--- src/rtl/irq_pkg.sv ---
package irq_pkg;
  localparam int NSRC      = 2;
  localparam int SEL_W     = $clog2(NSRC);
  localparam int SRC_EXT   = 0;
  localparam int SRC_TMR   = 1;
endpackage

--- src/rtl/irq_pin_sync.sv ---
module irq_pin_sync #(
  parameter int STAGES = 2
) (
  input  logic clk,
  input  logic rst_n,
  input  logic pin_i,
  output logic toggle_o
);
  // chain_q[STAGES-1] is the synchronized level, chain_q[STAGES] its previous value
  logic [STAGES:0] chain_q, chain_d;

  always_comb begin
    chain_d = {chain_q[STAGES-1:0], pin_i};
  end

  always_ff @(posedge clk or negedge rst_n) begin
    if (!rst_n) chain_q <= '0;
    else        chain_q <= chain_d;
  end

  assign toggle_o = chain_q[STAGES] ^ chain_q[STAGES-1];
endmodule

--- src/rtl/irq_flag_bank.sv ---
module irq_flag_bank #(
  parameter int N = 2
) (
  input  logic         clk,
  input  logic         rst_n,
  input  logic [N-1:0] set_i,
  input  logic [N-1:0] clr_i,
  output logic [N-1:0] flag_o
);
  logic [N-1:0] flag_q, flag_d;

  for (genvar g = 0; g < N; g++) begin : g_flag
    // a fresh set overrides a clear in the same cycle
    always_comb flag_d[g] = set_i[g] | (flag_q[g] & ~clr_i[g]);

    always_ff @(posedge clk or negedge rst_n) begin
      if (!rst_n) flag_q[g] <= 1'b0;
      else        flag_q[g] <= flag_d[g];
    end
  end

  assign flag_o = flag_q;
endmodule

--- src/rtl/irq_arb.sv ---
module irq_arb #(
  parameter int N        = 2,
  parameter int PAGE_W   = 6,
  parameter int OFS_W    = 7,
  parameter int VEC_PAGE = 1,
  parameter int STRIDE   = 2,
  localparam int ADDR_W  = PAGE_W + OFS_W
) (
  input  logic              gie_i,
  input  logic [N-1:0]      flag_i,
  input  logic [N-1:0]      en_i,
  output logic              take_o,
  output logic [N-1:0]      win_o,
  output logic [ADDR_W-1:0] vec_o
);
  logic [N-1:0]     cand;
  logic [N-1:0]     pick;
  logic             found;
  logic [OFS_W-1:0] ofs;

  always_comb begin
    cand  = flag_i & en_i;
    pick  = '0;
    found = 1'b0;
    ofs   = '0;
    // lowest index has the highest priority
    for (int i = 0; i < N; i++) begin
      if (cand[i] && !found) begin
        pick[i] = 1'b1;
        found   = 1'b1;
        ofs     = OFS_W'(i * STRIDE);
      end
    end
  end

  assign take_o = gie_i & found;
  assign win_o  = gie_i ? pick : '0;
  assign vec_o  = {PAGE_W'(VEC_PAGE), ofs};
endmodule

--- src/rtl/irq_vec_unit.sv ---
module irq_vec_unit
  import irq_pkg::*;
#(
  parameter int SYNC_STAGES = 2,
  parameter int PAGE_W      = 6,
  parameter int OFS_W       = 7,
  parameter int VEC_PAGE    = 1,
  parameter int VEC_STRIDE  = 2,
  localparam int ADDR_W     = PAGE_W + OFS_W
) (
  input  logic              clk,
  input  logic              rst_n,
  input  logic              ext_pin_i,
  input  logic              tmr_uflow_i,
  input  logic              gie_on_i,
  input  logic              gie_off_i,
  input  logic              ctl_we_i,
  input  logic [NSRC-1:0]   ctl_wdata_i,
  input  logic              poll_req_i,
  input  logic [SEL_W-1:0]  poll_sel_i,
  output logic              take_o,
  output logic [NSRC-1:0]   take_src_o,
  output logic [ADDR_W-1:0] take_vec_o,
  output logic              poll_skip_o,
  output logic              gie_o,
  output logic [NSRC-1:0]   req_flags_o,
  output logic [NSRC-1:0]   ctl_en_o
);
  // reset: asserted asynchronously, released on a clock edge
  logic [1:0] rst_pipe_q;
  logic       rst_q;

  always_ff @(posedge clk or negedge rst_n) begin
    if (!rst_n) rst_pipe_q <= 2'b00;
    else        rst_pipe_q <= {rst_pipe_q[0], 1'b1};
  end
  assign rst_q = rst_pipe_q[1];

  logic            ext_toggle;
  logic [NSRC-1:0] src_set, src_clr, poll_clr, win, flags;
  logic [NSRC-1:0] en_q, en_d;
  logic            gie_q, gie_d;
  logic            take, skip;

  irq_pin_sync #(.STAGES(SYNC_STAGES)) u_sync (
    .clk      (clk),
    .rst_n    (rst_q),
    .pin_i    (ext_pin_i),
    .toggle_o (ext_toggle)
  );

  always_comb begin
    src_set          = '0;
    src_set[SRC_EXT] = ext_toggle;
    src_set[SRC_TMR] = tmr_uflow_i;
  end

  irq_flag_bank #(.N(NSRC)) u_flags (
    .clk    (clk),
    .rst_n  (rst_q),
    .set_i  (src_set),
    .clr_i  (src_clr),
    .flag_o (flags)
  );

  irq_arb #(
    .N(NSRC), .PAGE_W(PAGE_W), .OFS_W(OFS_W),
    .VEC_PAGE(VEC_PAGE), .STRIDE(VEC_STRIDE)
  ) u_arb (
    .gie_i  (gie_q),
    .flag_i (flags),
    .en_i   (en_q),
    .take_o (take),
    .win_o  (win),
    .vec_o  (take_vec_o)
  );

  // polled test-and-skip: only for sources whose enable bit is clear
  always_comb begin
    skip     = poll_req_i & flags[poll_sel_i] & ~en_q[poll_sel_i];
    poll_clr = '0;
    if (skip) poll_clr[poll_sel_i] = 1'b1;
    src_clr  = win | poll_clr;
  end

  // next state for global flag and enable register
  always_comb begin
    if (take)           gie_d = 1'b0;
    else if (gie_off_i) gie_d = 1'b0;
    else if (gie_on_i)  gie_d = 1'b1;
    else                gie_d = gie_q;
    en_d = ctl_we_i ? ctl_wdata_i : en_q;
  end

  always_ff @(posedge clk or negedge rst_q) begin
    if (!rst_q) begin
      gie_q <= 1'b0;
      en_q  <= '0;
    end else begin
      gie_q <= gie_d;
      en_q  <= en_d;
    end
  end

  assign take_o      = take;
  assign take_src_o  = win;
  assign poll_skip_o = skip;
  assign gie_o       = gie_q;
  assign req_flags_o = flags;
  assign ctl_en_o    = en_q;
endmodule

--- config.mk ---
export PLATFORM = sky130hd
export DESIGN_NAME = irq_vec_unit
export DESIGN_NICKNAME = d
export VERILOG_FILES = /design/src/rtl/irq_pkg.sv /design/src/rtl/irq_pin_sync.sv /design/src/rtl/irq_flag_bank.sv /design/src/rtl/irq_arb.sv /design/src/rtl/irq_vec_unit.sv
export SDC_FILE = /design/constraint.sdc
export NUM_CORES = 1
export LEC_CHECK = 0
export BUFFER_PORTS_ARGS = -buffer_cell sky130_fd_sc_hd__buf_2
export CAP_MARGIN = 5
export CELL_PAD_IN_SITES_DETAIL_PLACEMENT = 2
export CELL_PAD_IN_SITES_GLOBAL_PLACEMENT = 2
export CORE_MARGIN = 10
export CORE_UTILIZATION = 21
export DETAILED_ROUTE_END_ITERATION = 12
export PLACE_DENSITY_LB_ADDON = 0.1
export SETUP_SLACK_MARGIN = 0.15
export SYNTH_ARGS = -nofsm -noshare
export SYNTH_HDL_FRONTEND = slang
export SYNTH_SLANG_ARGS = --single-unit
export TNS_END_PERCENT = 1
--- constraint.sdc ---
create_clock -name clk -period 1.3 [get_ports clk]
set_input_delay 0.39 -clock clk [delete_from_list [all_inputs] [get_ports clk]]
set_output_delay 0.39 -clock clk [all_outputs]
set_load 0.05 [all_outputs]
==> results of run 1 <==
[per-layer routing]
layer,up-vias,share of wire
met2,20,0.49
met5,-,0
met3,2,0.11
met4,0,0.0059
met1,190,0.39
li1,196,-
[cells by family after synthesis]
family,Yosys count,share of synthesized area
simple gates,12,0.124
xor+xnor,1,0.0173
buf+inv,14,0.193
mux,2,0.0421
flops,10,0.495
other cells,2,0.0149
compound gates,7,0.114
[worst max-delay path by stage]
| stage | to | slack [ns] | cells past startpoint |
|---|---|---|---|
| after floorplan | take_src_o[1] | -0.40 | 3 |
| after global placement | poll_skip_o | -0.24 | 5 |
| after detailed placement | poll_skip_o | -0.26 | 5 |
| after CTS | take_o | -0.40 | 3 |
| after global routing | poll_skip_o | -0.45 | 4 |
| final | poll_skip_o | -0.38 | 4 |
[cell type report]
cell class / instances / area (um2) / area share
Multi-Input combinational cell: 35 / 243 / 0.296
Timing Repair Buffer: 29 / 241 / 0.295
Tap cell: 28 / 35.0 / 0.0427
Sequential cell: 10 / 256 / 0.313
Clock buffer: 4 / 36.3 / 0.0443
Inverter: 2 / 7.51 / 0.00916
[registers in the layout (all words and copies together), names as in the netlist]
register / cells
ctl_en_o: 2
rst_pipe_q: 2
u_flags.flag_o: 2
u_sync.chain_q: 3
gie_o: 1
[Yosys cell counts]
cell / n
xor2_1: 1
inv_1: 2
and2_2: 1
mux2_2: 1
mux2i_1: 1
nor3b_1: 1
nor2_1: 3
a22oi_1: 2
conb_1: 2
dfrtp_1: 10
o21ai_0: 1
and3_2: 1
nor2b_1: 2
nand2_1: 3
a311oi_2: 1
buf_4: 12
a21o_1: 1
a21oi_2: 1
a31oi_1: 1
nor3_1: 1
[power breakdown]
part           total (mW)  internal, mW  leakage (nW)  switching, mW
Sequential          0.377         0.338         0.110         0.0385
Clock               0.275         0.170        0.0210          0.105
Combinational       0.404         0.149         0.266          0.255
[through the flow]
step                      power, mW  cell area (um2)  setup TNS (ns)   util
after floorplan               0.644              573           -1.35      -
after global placement        0.724              678          -0.525  0.301
after detailed placement      0.725              678          -0.535  0.301
after CTS                      1.07              807           -2.19  0.358
after global routing           1.12              820           -2.57  0.363
final                          1.06              820           -2.01  0.363
[repair_timing]
| item | CTS | global route |
|---|---|---|
| pin swaps | 0 | 1 |
| hold buffers | 1 | 0 |
| hold endpoints to repair | 2 | 0 |
| endpoints found under the setup margin | 10 | 11 |
| gates resized for setup | 24 | 3 |
==> flow_summary.yaml, run 1 <==
status:
  status: "finished with violations"
  violations: "setup timing"
timing:
  rsz0062_at_grt: "yes"
  worst_slack_ns: -0.379
  fin_crit_sh: 1.29
  max_freq_ghz: 0.596
  drv_slew: 0
  hold_viol: 0
  whs_ns: 0.133
  setup_viol: 10
  period_needed_ns: 1.68
  finClkSkew_ns: 0.00165
setup_path:
  crit_required_ns: 0.91
  rr_startpoint: "u_flags.flag_o[1]$_DFF_PN0_"
  worstPathArrival_ns: 1.29
  path_max_fanout: 6
  critical-path-top-delay-family: "flip-flops"
  cp-start-kind: "flop"
  worst-path-buf-inv: 1
  crit_slowest_cell: "dfrtp_2"
  cp-startpoint: "u_flags.flag_o[0]$_DFF_PN0_"
  r2r-end: "u_flags.flag_o[1]$_DFF_PN0_"
  path_class: "flop to output port"
  crit_path_max_incr_delay_ns: 0.46
  crit_path_end_kind: "output port"
  crit_chain: "nor3b_4 > a31oi_2 > nor2b_4 > buf_8"
  reg2reg_slack_ns: 0.22
  r2r_cells: 4
clock_network:
  postCtsSetupBuffers: 0
  cts_sinks: 10
  cts_max_path_buffers: 2
  ctsRootBufferMaster: "clkbuf_4"
  cts_tree: "done"
  clock_latency_ns: 0.26
  h-tree-depth: 1
  clkTransAtPathRegs_ns: 0.07
  numCtsBuffers: 3
yosys:
  netlist_area_um2: 505
  yosys.area.top_type_share: 0.495
  synth_largest_area_cell: "dfrtp_1"
  syn_inst: 48
  yosysWarnings: 0
  post_synth.cell_area_avg_um2: 10.5
  ys_ff_latch: 10
  netlist_top_cells_area: "dfrtp_1, buf_4, a22oi_1, a311oi_2, nor2b_1"
  ys_types: 20
  ys_seq_area_frac: 0.495
floorplanning:
  core-area_um2: 2250
  start_util: 0.224
  dieArea_um2: 4770
  die_h_um: 69.1
  die_x_um: 69.1
  fp-row-count: 17
  pin_count: 33
placed_design:
  gp_congestion: 0.668
  dpl.hpwl_um: 1170
  port_buffers: 20
  dp_cells: 103
  pre_cts_ws_ns: -0.258
cells_and_area:
  layout.cells.most_common: "conb_1"
  fillers: 260
  most-common-layout-cells: "conb_1, buf_2, buf_6, buf_4"
  syn_to_final_growth_pct: 62.1
  n_antenna_cell: 0
  nets: 92
  layout.cells.non_filler: 108
  drive_gt1_frac: 0.600
route:
  wl_per_cell_um: 12.6
  vias: 408
  ant_nets: 0
  first_iter_violations: 13
  vias_per_cell: 3.78
  dr.pass1.iters: 2
  wl_um: 1370
  drcViolationCount: 0
global_route:
  grt_pass1_wl_um: 2370
  grt_max_degree: 9
  top_usage_layer: "met2"
  use_met3: 0.0371
  grt_overflow_total: 0
  grt_pass1_vias: 462
  grt_usage: 0.0603
  met2_usage: 0.0887
  grt.met1_usage: 0.0650
  grt_antenna_before_repair: 0
min_path:
  hold_class: "flop to asynchronous set/reset pin"
power:
  irDropWorstVdd_mv: 0.534
  p_per_area_nw_per_um2: 1290
  p_leak_nw: 0.397
job:
  drv_cap: 0
No activity file was read; power rests on OpenSTA's default activity.
==> run 2, diff against run 1 <==
- CELL_PAD_IN_SITES_DETAIL_PLACEMENT: 2 -> 0
- CELL_PAD_IN_SITES_GLOBAL_PLACEMENT: 2 -> 1
- CORE_UTILIZATION: 21 -> 28
- CTS_BUF_LIST: default -> sky130_fd_sc_hd__clkbuf_16
==> run 2 against run 1 <==
Net effect: the flow still finishes with violations (setup timing); clock skew barely moved; core utilization rose by 13 points; sequential share of layout area shrank 1.1 points; fmax increased by 2.7%; largest cell class unchanged.
==> flow_summary.yaml, run 2 (synthesis results as in run 1) <==
global_route:
  grt_pass1_wl_um: 2080
  grt_max_degree: 9
  grt_overflow_total: 0
  grt_pass1_vias: 470
  grt_usage: 0.0677
  grt_antenna_before_repair: 0
clock_network:
  clkTransAtPathRegs_ns: 0.04
  cts_max_path_buffers: 2
  cts_sinks: 10
  h-tree-depth: 1
  ctsRootBufferMaster: "clkbuf_16"
  numCtsBuffers: 3
  clock_latency_ns: 0.23
  cts_tree: "done"
setup_path:
  cp-start-kind: "flop"
  r2r_cells: 4
  crit_path_end_kind: "output port"
  path_max_fanout: 5
  worstPathArrival_ns: 1.25
  r2r-end: "u_flags.flag_o[1]$_DFF_PN0_"
  path_class: "flop to output port"
  rr_startpoint: "u_flags.flag_o[1]$_DFF_PN0_"
  crit_required_ns: 0.91
  reg2reg_slack_ns: 0.25
power:
  power_mw: 1.30
  p_per_area_nw_per_um2: 1530
  p_leak_nw: 0.414
  irDropWorstVdd_mv: 1.07
min_path:
  hold_class: "flop to asynchronous set/reset pin"
placed_design:
  port_buffers: 20
  gp_congestion: 0.649
  dpl.hpwl_um: 1010
  dp_cells: 99
timing:
  fin_crit_sh: 1.26
  hold_viol: 0
  rsz0062_at_grt: "yes"
  drv_slew: 0
  max_freq_ghz: 0.612
  setup_viol: 9
  worst_slack_ns: -0.335
  period_needed_ns: 1.64
  finClkSkew_ns: 0.00137
status:
  violations: "setup timing"
  status: "finished with violations"
floorplanning:
  pin_count: 33
  core-area_um2: 1730
  start_util: 0.293
  dieArea_um2: 3910
  fp-row-count: 15
  die_h_um: 62.5
  die_x_um: 62.5
cells_and_area:
  largest_reg_flops: 3
  nets: 93
  regMostFlops: "u_sync.chain_q"
  layout.cells.non_filler: 106
  finish.utilization: 0.491
  syn_to_final_growth_pct: 67.8
  layout.cells.most_common: "conb_1"
  drive_gt1_frac: 0.593
  n_antenna_cell: 0
  most-common-layout-cells: "conb_1, buf_2, buf_4"
route:
  first_iter_violations: 0
  dr.pass1.iters: 1
  vias: 415
  wl_per_cell_um: 11.6
  wl_um: 1230
  drcViolationCount: 0
  vias_per_cell: 3.92
  ant_nets: 0
job:
  drv_cap: 0
[run 2: changes by cell type in the layout (fill, tap and decap cells not counted), moves of 2 or more]
cell,previous run,this run
buf_4,7,9
buf_8,3,1
clkbuf_16,0,3
clkbuf_4,3,0
[run 2: worst max-delay path: stages, from the launching register on]
cell and delay (ns):
dfrtp_2 0.44, nor3b_2 0.17, a31oi_2 0.19, nor2b_4 0.06
buf_6 0.15
[run 2: worst max-delay path by stage]
| stage | from | end | slack [ns] |
|---|---|---|---|
| floorplan | ctl_en_o[1]$_DFFE_PN0P_ | take_src_o[1] | -0.40 |
| global placement | poll_sel_i | poll_skip_o | -0.23 |
| detailed placement | poll_sel_i | poll_skip_o | -0.24 |
| CTS | ctl_en_o[0]$_DFFE_PN0P_ | take_o | -0.35 |
| global route | u_flags.flag_o[0]$_DFF_PN0_ | poll_skip_o | -0.37 |
| finish | u_flags.flag_o[0]$_DFF_PN0_ | poll_skip_o | -0.34 |
[run 2: report_power, final]
part,total (mW),internal (mW),switching [mW],leakage (nW)
Combinational,0.389,0.140,0.249,0.266
Sequential,0.377,0.340,0.0369,0.110
Clock,0.533,0.402,0.131,0.0385
Total,1.30,0.882,0.417,0.414
[run 2: what timing repair did]
action                                 4_1_cts  5_1_grt
resized for setup                           21        2
setup endpoints to repair                   10       10
endpoints found under the hold margin        2        0
setup buffers                                1        1
hold buffers                                 1        0
[run 2: cell type report]
| cell class | instances | area [um2] |
|---|---|---|
| clock buffer | 3 | 75.1 |
| clock inverter | 1 | 3.75 |
| fill | 180 | 878 |
| inverter | 2 | 7.51 |
| multi-input combinational | 35 | 236 |
| sequential | 10 | 256 |
| tap | 25 | 31.3 |
| timing repair buffer | 30 | 238 |
[run 2: metrics by stage]
step,setup TNS [ns],area [um2],hold slack [ns],setup slack (ns)
floorplan,-1.35,573,0.0944,-0.396
global placement,-0.411,667,0.130,-0.228
detailed placement,-0.444,667,0.136,-0.243
CTS,-1.64,832,0.135,-0.347
global route,-1.83,848,0.152,-0.370
finish,-1.52,848,0.118,-0.335
[run 2: layer usage]
layer | GRT usage | vias up | wire length (um)
li1 | - | 198 | -
met1 | 0.0602 | 194 | 423
met2 | 0.105 | 19 | 605
met3 | 0.0591 | 4 | 175
met4 | 0.0335 | 0 | 24
met5 | 0 | - | 0
